### config.mk
export PLATFORM = sky130hd
export DESIGN_NAME = vcr_regport
export DESIGN_NICKNAME = d
export VERILOG_FILES = /design/src/rtl/vcr_regport_pkg.sv /design/src/rtl/vcr_regport_bank.sv /design/src/rtl/vcr_regport_rdmux.sv /design/src/rtl/vcr_regport_status.sv /design/src/rtl/vcr_regport.sv
export SDC_FILE = /design/constraint.sdc
export NUM_CORES = 1
export LEC_CHECK = 0
export BUFFER_PORTS_ARGS = -buffer_cell sky130_fd_sc_hd__buf_2
export CORE_ASPECT_RATIO = 1.1
export CORE_MARGIN = 1.5
export CORE_UTILIZATION = 30
export DETAILED_ROUTE_END_ITERATION = 6
export SLEW_MARGIN = 10
export SYNTH_ARGS = -nofsm -noshare
export SYNTH_HDL_FRONTEND = slang
export SYNTH_SLANG_ARGS = --single-unit
### constraint.sdc
create_clock -name clk -period 1.79 [get_ports clk]
set_input_delay 0.2685 -clock clk [delete_from_list [all_inputs] [get_ports clk]]
set_output_delay 0.2685 -clock clk [all_outputs]
set_load 0.02 [all_outputs]
### src/rtl/vcr_regport_pkg.sv
// Package: shared constants and field-width rules for the video
// controller register port. Assumes 8-bit data and 5-bit indexes.
package vcr_regport_pkg;
    localparam int REG_W   = 8;
    localparam int IDX_W   = 5;
    localparam int PEN_HI  = 16;   // index of pen address high byte
    localparam int PEN_LO  = 17;   // index of pen address low byte
    localparam int DUMMY_IX = 31;  // index that reads all ones in status map
    localparam int STAT_BIT = 6;   // status bit set by a pen capture

    // read-map variants
    localparam int MAP_PLAIN  = 0;
    localparam int MAP_STATUS = 1;
    localparam int MAP_ALIAS  = 2;

    // Field width mask applied to a write at a given index.
    function automatic logic [REG_W-1:0] field_mask(input int idx);
        case (idx)
            4, 5, 6, 7, 10: field_mask = 8'h7F;
            9, 11:          field_mask = 8'h1F;
            12, 14:         field_mask = 8'h3F;
            default:        field_mask = 8'hFF;
        endcase
    endfunction
endpackage

### src/rtl/vcr_regport_bank.sv
// Index latch and writable register storage.
// Assumes: writes at or above NSTORE are dropped; a simultaneous index
// load and data write uses the index held before the edge.
module vcr_regport_bank
    import vcr_regport_pkg::*;
#(
    parameter int NSTORE = 16
) (
    input  logic                      clk,
    input  logic                      rst_n,
    input  logic                      sel_wr,
    input  logic                      data_wr,
    input  logic [REG_W-1:0]          wdata,
    output logic [IDX_W-1:0]          cur_idx,
    output logic [NSTORE*REG_W-1:0]   reg_file
);
    logic [REG_W-1:0] mem [NSTORE];

    // Index latch: loads the selected register number.
    always_ff @(posedge clk) begin
        if (!rst_n)      cur_idx <= '0;
        else if (sel_wr) cur_idx <= wdata[IDX_W-1:0];
    end

    // Storage bytes: one write port per byte, masked to field width.
    for (genvar g = 0; g < NSTORE; g++) begin : g_byte
        always_ff @(posedge clk) begin
            if (!rst_n)
                mem[g] <= '0;
            else if (data_wr && (int'(cur_idx) == g))
                mem[g] <= wdata & field_mask(g);
        end
        assign reg_file[g*REG_W +: REG_W] = mem[g];
    end
endmodule

### src/rtl/vcr_regport_rdmux.sv
// Read decode: selects the read byte for the current index.
// Assumes: NSTORE >= 16 so stored bytes 10..15 exist; PEN_W in 9..16.
module vcr_regport_rdmux
    import vcr_regport_pkg::*;
#(
    parameter int VARIANT = MAP_PLAIN,
    parameter int NSTORE  = 16,
    parameter int PEN_W   = 14
) (
    input  logic [IDX_W-1:0]        cur_idx,
    input  logic [NSTORE*REG_W-1:0] reg_file,
    input  logic [PEN_W-1:0]        pen_addr,
    output logic [REG_W-1:0]        rdata
);
    localparam int HI_W = PEN_W - REG_W;

    logic [REG_W-1:0] pen_hi, pen_lo;
    assign pen_hi = {{(2*REG_W-PEN_W){1'b0}}, pen_addr[PEN_W-1 -: HI_W]};
    assign pen_lo = pen_addr[REG_W-1:0];

    function automatic logic [REG_W-1:0] byte_at(
        input logic [NSTORE*REG_W-1:0] rf, input int n);
        byte_at = rf[n*REG_W +: REG_W];
    endfunction

    // Read selection for the chosen map.
    always_comb begin
        rdata = '0;
        if (VARIANT == MAP_ALIAS) begin
            case (cur_idx[2:0])
                3'd0:    rdata = pen_hi;
                3'd1:    rdata = pen_lo;
                default: rdata = byte_at(reg_file, 8 + int'(cur_idx[2:0]));
            endcase
        end else begin
            case (int'(cur_idx))
                12, 13:  rdata = (VARIANT == MAP_PLAIN) ?
                                 byte_at(reg_file, int'(cur_idx)) : '0;
                14, 15:  rdata = byte_at(reg_file, int'(cur_idx));
                PEN_HI:  rdata = pen_hi;
                PEN_LO:  rdata = pen_lo;
                DUMMY_IX: rdata = (VARIANT == MAP_STATUS) ? '1 : '0;
                default: rdata = '0;
            endcase
        end
    end
endmodule

### src/rtl/vcr_regport_status.sv
// Pen-capture status flag, present only in the status map.
// Assumes: capture has priority over the clearing read.
module vcr_regport_status
    import vcr_regport_pkg::*;
#(
    parameter int VARIANT = MAP_PLAIN
) (
    input  logic             clk,
    input  logic             rst_n,
    input  logic             rd_en,
    input  logic             pen_capture,
    input  logic [IDX_W-1:0] cur_idx,
    output logic [REG_W-1:0] stat_rdata
);
    localparam bit HAS_FLAG = (VARIANT == MAP_STATUS);

    logic flag;
    logic pen_read;
    assign pen_read = rd_en &&
        ((int'(cur_idx) == PEN_HI) || (int'(cur_idx) == PEN_LO));

    // Flag register: set on capture, cleared on a pen address read.
    always_ff @(posedge clk) begin
        if (!rst_n || !HAS_FLAG) flag <= 1'b0;
        else if (pen_capture)    flag <= 1'b1;
        else if (pen_read)       flag <= 1'b0;
    end

    // Status byte: only the flag bit can be non-zero.
    always_comb begin
        stat_rdata = '0;
        stat_rdata[STAT_BIT] = flag;
    end
endmodule

### src/rtl/vcr_regport.sv
// Top: processor-side register port of a video timing controller.
// Assumes: synchronous active-low reset; reads are combinational from
// the latched index; VARIANT picks the read map (0 plain, 1 status, 2 aliased).
module vcr_regport
    import vcr_regport_pkg::*;
#(
    parameter int VARIANT = MAP_PLAIN,
    parameter int NSTORE  = 16,
    parameter int PEN_W   = 14
) (
    input  logic                      clk,
    input  logic                      rst_n,
    input  logic                      sel_wr,
    input  logic                      data_wr,
    input  logic                      rd_en,
    input  logic [REG_W-1:0]          wdata,
    input  logic                      pen_capture,
    input  logic [PEN_W-1:0]          pen_addr,
    output logic [REG_W-1:0]          rdata,
    output logic [REG_W-1:0]          stat_rdata,
    output logic [NSTORE*REG_W-1:0]   reg_file
);
    logic [IDX_W-1:0] cur_idx;

    vcr_regport_bank #(.NSTORE(NSTORE)) u_bank (
        .clk(clk), .rst_n(rst_n), .sel_wr(sel_wr), .data_wr(data_wr),
        .wdata(wdata), .cur_idx(cur_idx), .reg_file(reg_file)
    );

    vcr_regport_rdmux #(.VARIANT(VARIANT), .NSTORE(NSTORE), .PEN_W(PEN_W)) u_rdmux (
        .cur_idx(cur_idx), .reg_file(reg_file), .pen_addr(pen_addr),
        .rdata(rdata)
    );

    vcr_regport_status #(.VARIANT(VARIANT)) u_status (
        .clk(clk), .rst_n(rst_n), .rd_en(rd_en), .pen_capture(pen_capture),
        .cur_idx(cur_idx), .stat_rdata(stat_rdata)
    );
endmodule

==> impl_metrics.csv, run 1 <==
group,metric,value,unit
grt,grt-ovfl-total,0,
place,place_area,5970,sq um
place,dp_hpwl,11100,um
power,ir_drop,0.499,mV
clock_tree,holdBufCountCts,0,
logic_synthesis,ys_seq_elements,118,
sta,final.setup.worst_slack,-382,ps
logic_synthesis,synth_top_family_by_area,"simple AND/OR/NAND/NOR gates",
worst_setup_path,crit_slowest_cell,"mux4_2",
logic_synthesis,yosys.area_share.simple,0.152,
sta,fmax,460,MHz
die,core_area,15900,sq um
grt,grt_usage,0.171,
drt,routed_via_density,4.67,
die,num_io_pins,172,
cells_and_area,layout_commonest_cell,"buf_2",
sta,fin_skew,9.33,ps
place,io_buffer_count,146,
worst_setup_path,path_class,"register to output port",
worst_setup_path,required,1520,ps
logic_synthesis,netlist_area,4920,sq um
drt,post_drt_wl_per_cell,18.8,um
clock_tree,clockBufferDepth,2,
power,cellPowerDensity,1100,nW/um^2
sta,maxSlewViolCount,0,
grt,grt_max_degree,29,
run_status,status,"finished, violations left",
cells_and_area,diodes,0,
grt,grt_pass1_wl,21500,um
drt,drtAntennaViolNets,0,
drt,drt_iter0_markers,251,
run,maxCapViolCount,0,
die,die_w,125,um
sta,rsz0062_at_grt,"yes",
sta,hold_viol_final,0,
worst_setup_path,arrival,1900,ps
clock_tree,cts.sinks,118,
die,die_y,137,um
logic_synthesis,yosysWarnings,0,
drt,drc,0,
place,place_congestion,0.901,
cells_and_area,syn_to_final_growth,34.2,%
worst_hold_path,hp-class,"input pin to register",
worst_setup_path,critPathLaunchType,"register",
cells_and_area,finalInstanceArea,6610,sq um
die,start_util,0.311,
logic_synthesis,synthAdderAreaFrac,0,
die,dieArea,17200,sq um
worst_setup_path,crit_family,"multiplexers",
clock_tree,cts_tree,"done",
worst_setup_path,crit_path_end_kind,"output port",
clock_tree,clk_latency,410,ps
logic_synthesis,synth-compound-area-share,0.0315,
logic_synthesis,ys_seq_area_frac,0.709,
clock_tree,root_buffer,"clkbuf_16",
place,dp_slack,-175,ps
clock_tree,h-tree-depth,4,
run_status,violations,"negative setup slack",
clock_tree,clkTransAtPathRegs,60,ps
logic_synthesis,synthXorXnorAreaFrac,0,
cells_and_area,most-common-layout-cells,"buf_2, edfxtp_1, nor2_1, nand2_1, buf_4",
worst_setup_path,critPathMaxStageDelay,520,ps
clock_tree,numCtsBuffers,17,
logic_synthesis,synth_mux_area_frac,0.0473,
logic_synthesis,synth_cell_type_count,29,
drt,vias,3611,
cells_and_area,final_nets,589,
sta,post-route-min-period,2170,ps
grt,grt_pass1_vias,3586,
grt,antenna_found_initial,1,
worst_setup_path,worst-path-max-fanout,7,
sta,period_share,1.21,
power,total_leakage_power,2.71,nW
power,p_total,7.26,mW
logic_synthesis,avgSynthCellArea,12.8,sq um
die,core.rowCount,48,
drt,drtPass1Iterations,6,
worst_setup_path,worstPathCellList,"mux4_2, a222oi_1, inv_1, buf_2",
sta,setup_viol,8,
logic_synthesis,synthCells,386,
drt,routed_wl,14500,um
cells_and_area,drive_above_1_share,0.390,
worst_setup_path,path_buf_inv,2,
worst min-delay path, delay by kind of cell:
family	cells	cell delay (ps)
buf+inv	1	160
mux	1	90
simple gates	1	90
report_power, final:
part           switching, mW  leakage (nW)  internal (mW)
registers             0.0590          1.21           3.14
clock network           1.19         0.277           2.17
logic                  0.482          1.23          0.214
total                   1.73          2.71           5.53
state kept, by name (all words and copies together), names as in the netlist:
register / flops
u_bank.mem: 113
u_bank.cur_idx: 5
path summary, 6_finish.rpt:
check / slack [ps] / to / cells past startpoint / startpoint
worst max-delay path: -380 / rdata[0] / 4 / u_bank.cur_idx[0]
worst max register to register: 110 / u_bank.mem[1][0] / 5 / u_bank.cur_idx[0]
worst min-delay path: 250 / u_bank.cur_idx[4] / 3 / wdata[4]
worst min register to register: 600 / u_bank.cur_idx[4] / 2 / u_bank.cur_idx[4]
what timing repair did:
| item | in CTS | in global routing |
|---|---|---|
| pin swaps | 7 | 0 |
| setup buffers | 1 | 0 |
| resized for setup | 9 | 8 |
| endpoints found under the setup margin | 59 | 47 |
layer usage:
metal	part of all wire	vias to the layer above	GRT usage
met3	0.080	20	0.0478
met4	0.016	2	0.0518
li1	-	1660	-
met1	0.42	1744	0.217
met2	0.49	185	0.286
met5	0.00083	-	0
logic make-up (layout without fill, tap and decap cells):
logic type | Yosys count | count (layout)
multiplexers | 15 | 15
AO/OA/AOI/OAI | 25 | 25
flip-flops | 118 | 118
AND/OR/NAND/NOR | 176 | 176
other | 1 | 23
buffers and inverters | 51 | 217
metrics by stage:
stage | hold slack (ps) | setup TNS (ps) | std cells | utilization
6_report | 250 | -2350 | 774 | 0.417
5_1_grt | 250 | -3360 | 774 | 0.417
4_1_cts | 234 | -2490 | 774 | 0.416
3_5_place_dp | 585 | -4470 | 741 | 0.377
3_3_place_gp | 579 | -2490 | 741 | 0.377
2_1_floorplan | 438 | -2070 | 408 | -
cell usage after synthesis:
cell type | number | share of area
clkbuf_1 | 16 | 0.012
nor2_1 | 113 | 0.086
and3_1 | 2 | 0.0025
nor4b_4 | 1 | 0.0048
nand2_1 | 35 | 0.027
and4b_2 | 1 | 0.0023
nor2b_1 | 6 | 0.0076
or2_2 | 1 | 0.0013
mux4_1 | 2 | 0.011
o21ai_0 | 18 | 0.018
buf_2 | 5 | 0.0051
mux2i_1 | 9 | 0.018
edfxtp_1 | 113 | 0.69
conb_1 | 1 | 0.00076
inv_1 | 6 | 0.0046
a222oi_1 | 5 | 0.010
a22oi_1 | 1 | 0.0015
buf_6 | 1 | 0.0023
nand2b_1 | 2 | 0.0025
nand3b_1 | 2 | 0.0030
nor3_1 | 4 | 0.0041
buf_4 | 23 | 0.035
nand3_1 | 5 | 0.0051
and2b_2 | 1 | 0.0018
mux4_2 | 4 | 0.018
dfxtp_1 | 5 | 0.020
o31ai_1 | 1 | 0.0015
and2_1 | 2 | 0.0025
nor3b_1 | 1 | 0.0015
cell type report:
class / instances / area, sq um
clock inverter: 14 / 160
multi-input combinational: 239 / 1250
fill: 1527 / 9250
timing repair buffer: 179 / 996
sequential: 118 / 3500
inverter: 6 / 22.5
clock buffer: 18 / 429
tap: 200 / 250
No activity file was read; power rests on OpenSTA's default activity.
==> inputs of run 2 (changes only) <==
CAP_MARGIN = 20   (was not set)
PLACE_DENSITY_LB_ADDON = 0.15   (was not set)
SKIP_CTS_REPAIR_TIMING = 1   (was not set)
==> impl_metrics.csv, run 2 (same netlist as run 1, synthesis figures left out) <==
group,metric,value,unit
run_status,status,"finished, violations left",
run_status,violations,"negative setup slack",
worst_setup_path,crit_path_end_kind,"output port",
cells_and_area,layout_commonest_cell,"buf_2",
die,die_y,137,um
cells_and_area,stdcell_count,778,
worst_setup_path,path_buf_inv,2,
clock_tree,h-tree-depth,4,
place,placed_cells,744,
place,dp_hpwl,10700,um
worst_setup_path,required,1520,ps
worst_setup_path,worstPathCellList,"mux4_2, a222oi_1, inv_1, buf_2",
worst_setup_path,critPathLaunchType,"register",
clock_tree,numCtsBuffers,17,
power,seq_power_share,0.447,
worst_setup_path,worst-path-max-fanout,8,
die,num_io_pins,172,
clock_tree,clkTransAtPathRegs,50,ps
power,p_total,7.17,mW
drt,vias,3604,
worst_setup_path,r2r_cells,5,
worst_setup_path,crit_cells,4,
grt,grt_pass1_vias,3639,
drt,drc,0,
sta,post-route-min-period,2120,ps
run,maxCapViolCount,0,
cells_and_area,fillerInstances,1580,
worst_hold_path,hold_path_depth,3,
clock_tree,root_buffer,"clkbuf_16",
power,switching_share,0.230,
sta,maxSlewViolCount,0,
clock_tree,cts_tree,"done",
cells_and_area,finalInstanceArea,6590,sq um
die,core.rowCount,48,
grt,antenna_found_initial,1,
cells_and_area,reg.largest.list,"u_bank.mem (113), u_bank.cur_idx (5)",
worst_hold_path,hp-class,"input pin to register",
cells_and_area,final_core_util,0.415,
place,dp_slack,-179,ps
place,place_congestion,0.904,
worst_setup_path,arrival,1850,ps
worst_setup_path,path_class,"register to output port",
cells_and_area,largest_reg_flops,113,
die,dieArea,17200,sq um
power,comb_power_share,0.097,
place,io_buffer_count,146,
cells_and_area,drive_above_1_share,0.378,
drt,drt_iter0_markers,219,
die,core_area,15900,sq um
cells_and_area,regMostFlops,"u_bank.mem",
cells_and_area,final_nets,592,
die,die_w,125,um
sta,hold_viol_final,0,
cells_and_area,syn_to_final_growth,33.8,%
drt,drtPass1Iterations,5,
grt,grt_usage,0.167,
sta,period_share,1.18,
clock_tree,clockBufferDepth,2,
clock_tree,cts.sinks,118,
sta,fin_skew,10.8,ps
worst_setup_path,critPathMaxStageDelay,510,ps
grt,grt_pass1_wl,21000,um
place,place_area,5990,sq um
drt,drtAntennaViolNets,0,
power,intPower,5.52,mW
sta,setup_viol,8,
power,ir_drop,0.672,mV
drt,post_drt_wl_per_cell,18.5,um
grt,grt_max_degree,29,
power,clkPwrFrac,0.456,
power,cellPowerDensity,1090,nW/um^2
power,total_leakage_power,2.72,nW
grt,grt-ovfl-total,0,
sta,fmax,472,MHz
power,switching_power,1.65,mW
drt,routed_wl,14400,um
cells_and_area,most-common-layout-cells,"buf_2, nor2_1, edfxtp_1, nand2_1, buf_4",
die,start_util,0.311,
drt,routed_via_density,4.63,
sta,final.setup.worst_slack,-329,ps
worst_setup_path,crit_family,"multiplexers",
worst_setup_path,crit_slowest_cell,"mux4_2",
sta,rsz0062_at_grt,"yes",
clock_tree,clk_latency,400,ps
-- run 2: tightest hold or removal path, delay by kind of cell --
| kind | cells | cell delay, ps |
|---|---|---|
| mux | 1 | 130 |
| simple gates | 1 | 60 |
| buf+inv | 1 | 150 |
-- run 2: power by group through the flow --
stage,Combinational [mW],Sequential [mW],Clock (mW)
finish,0.693,3.21,3.27
global route,0.739,3.21,3.45
CTS,0.697,3.21,3.35
detailed placement,0.694,3.26,0
global placement,0.687,3.26,0
floorplan,0.292,3.39,0
-- run 2: layout make-up --
type,count,area [sq um],share of cell area
flip-flops and latches,118,3500,0.531
multi-input cells,239,1220,0.186
repair buffers,182,1020,0.155
clock buffers,20,437,0.0663
well taps,200,250,0.0380
clock inverters,12,135,0.0205
inverters,6,22.5,0.00342
diodes,1,2.50,0.000380
-- run 2: path summary, 6_finish.rpt --
check | from | to | slack [ps]
worst min-delay path | wdata[3] | u_bank.cur_idx[3] | 260
worst max register to register | u_bank.cur_idx[0] | u_bank.mem[1][32] | 100
worst min register to register | u_bank.cur_idx[4] | u_bank.cur_idx[4] | 600
worst max-delay path | u_bank.cur_idx[0] | rdata[3] | -330
-- run 2: stage by stage --
stage          hold slack (ps)  setup TNS (ps)
2_1_floorplan              438           -2070
3_3_place_gp               589           -3570
3_5_place_dp               592           -3830
4_1_cts                    242           -7660
5_1_grt                    266           -3260
6_report                   255           -2340
-- run 2: metal layers --
metal | global-route usage | vias to the layer above | wire (um)
li1 | - | 1666 | -
met5 | 0 | - | 0
met2 | 0.278 | 159 | 6890
met4 | 0.0701 | 0 | 306
met1 | 0.202 | 1759 | 6250
met3 | 0.0513 | 20 | 964
==> inputs of run 3 (changes only) <==
GPL_TIMING_DRIVEN = 0   (was not set)
==> impl_metrics.csv, run 3 (same netlist as run 1, synthesis figures left out) <==
group,metric,value,unit
place,place_area,5990,sq um
cells_and_area,reg.largest.list,"u_bank.mem (113), u_bank.cur_idx (5)",
place,dp_slack,-613,ps
sta,tightest_slew,925,ps
worst_setup_path,required,1520,ps
worst_setup_path,critPathLaunchType,"register",
cells_and_area,final_nets,608,
worst_setup_path,path_class,"register to output port",
sta,slew_headroom,0.383,
clock_tree,clkTransAtPathRegs,50,ps
die,dieArea,17200,sq um
sta,final.setup.worst_slack,-393,ps
cells_and_area,regMostFlops,"u_bank.mem",
sta,setup_tns,-7230,ps
clock_tree,cts_tree,"done",
clock_tree,clockBufferDepth,2,
clock_tree,root_buffer,"clkbuf_16",
cells_and_area,fillerInstances,1546,
sta,maxSlewViolCount,0,
clock_tree,numCtsBuffers,17,
clock_tree,cts.sinks,118,
grt,antenna_found_initial,1,
worst_hold_path,hp-class,"input pin to register",
sta,post-route-min-period,2180,ps
worst_setup_path,worst-path-max-fanout,8,
die,core.rowCount,48,
power,total_leakage_power,2.84,nW
power,cellPowerDensity,1060,nW/um^2
die,num_io_pins,172,
worst_setup_path,crit_path_end_kind,"output port",
clock_tree,h-tree-depth,4,
grt,grt_usage,0.174,
die,start_util,0.311,
worst_setup_path,arrival,1910,ps
drt,routed_wl,14900,um
grt,grt_pass1_vias,3570,
die,die_y,137,um
drt,routed_via_density,4.61,
grt,grt_pass1_wl,21500,um
cells_and_area,finalInstanceArea,6870,sq um
sta,setup_viol,36,
drt,drt_iter0_markers,293,
sta,fin_skew,5.81,ps
place,io_buffer_count,144,
power,ir_drop,0.663,mV
cells_and_area,drive_above_1_share,0.427,
drt,drc,0,
run,maxCapViolCount,0,
run_status,status,"finished, violations left",
drt,post_drt_wl_per_cell,18.8,um
cells_and_area,layout_commonest_cell,"buf_2",
cells_and_area,largest_reg_flops,113,
power,p_total,7.27,mW
grt,grt-ovfl-total,0,
drt,vias,3655,
drt,drtPass1Iterations,5,
drt,drtAntennaViolNets,0,
place,place_congestion,0.901,
grt,grt_max_degree,17,
sta,period_share,1.22,
sta,rsz0062_at_grt,"yes",
cells_and_area,syn_to_final_growth,39.6,%
die,core_area,15900,sq um
clock_tree,clk_latency,420,ps
sta,fmax,458,MHz
sta,hold_viol_final,0,
run_status,violations,"negative setup slack",
place,dp_hpwl,11400,um
die,die_w,125,um
cells_and_area,most-common-layout-cells,"buf_2, edfxtp_1, nor2_1, buf_4, nand2_1",
==> run 3: changes by cell type in the layout (fill, tap and decap cells not counted), sizes merged <==
cell / change
buf: +1
clkbuf: +14
clkinv: +1
clkinvlp: -1
==> run 3: metal layers <==
metal / up-vias / global-route usage / part of all wire
li1: 1708 / - / -
met1: 1745 / 0.211 / 0.41
met3: 21 / 0.0551 / 0.074
met4: 0 / 0.0606 / 0.016
met5: - / 0 / 0
met2: 181 / 0.294 / 0.50
==> run 3: worst paths after layout <==
check	from	end	slack, ps	cells after the start
worst max register to register	u_bank.cur_idx[0]	u_bank.mem[0][19]	-270	5
worst min register to register	u_bank.cur_idx[4]	u_bank.cur_idx[4]	600	2
worst max-delay path	u_bank.cur_idx[0]	rdata[3]	-390	5
worst min-delay path	wdata[1]	u_bank.cur_idx[1]	230	3
==> run 3: area by class of cell <==
type                    count  area, sq um  area share
diodes                      1         2.50    0.000364
plain buffers              42          283      0.0411
well taps                 200          250      0.0364
multi-input cells         239         1370       0.199
clock inverters            12          136      0.0198
clock buffers              19          433      0.0630
repair buffers            156          881       0.128
flip-flops and latches    118         3500       0.509
inverters                   6         22.5     0.00328
==> run 3: power by group <==
part / total, mW / switching, mW / internal [mW]
sequential: 3.20 / 0.0536 / 3.15
combinational: 0.778 / 0.518 / 0.260
clock: 3.29 / 1.14 / 2.15
total: 7.27 / 1.72 / 5.56
==> run 3: per-stage QoR <==
stage | instances | utilization | hold WS, ps
finish | 793 | 0.433 | 234
global route | 792 | 0.433 | 229
CTS | 785 | 0.414 | 223
detailed placement | 754 | 0.378 | 584
global placement | 752 | 0.377 | 583
floorplan | 408 | - | 438
==> run 3: critical path, cell delays in order, from the launching register on <==
cell,delay (ps)
dfxtp_4,360
buf_8,130
mux4_2,490
a222oi_1,290
inv_1,90
buf_6,140
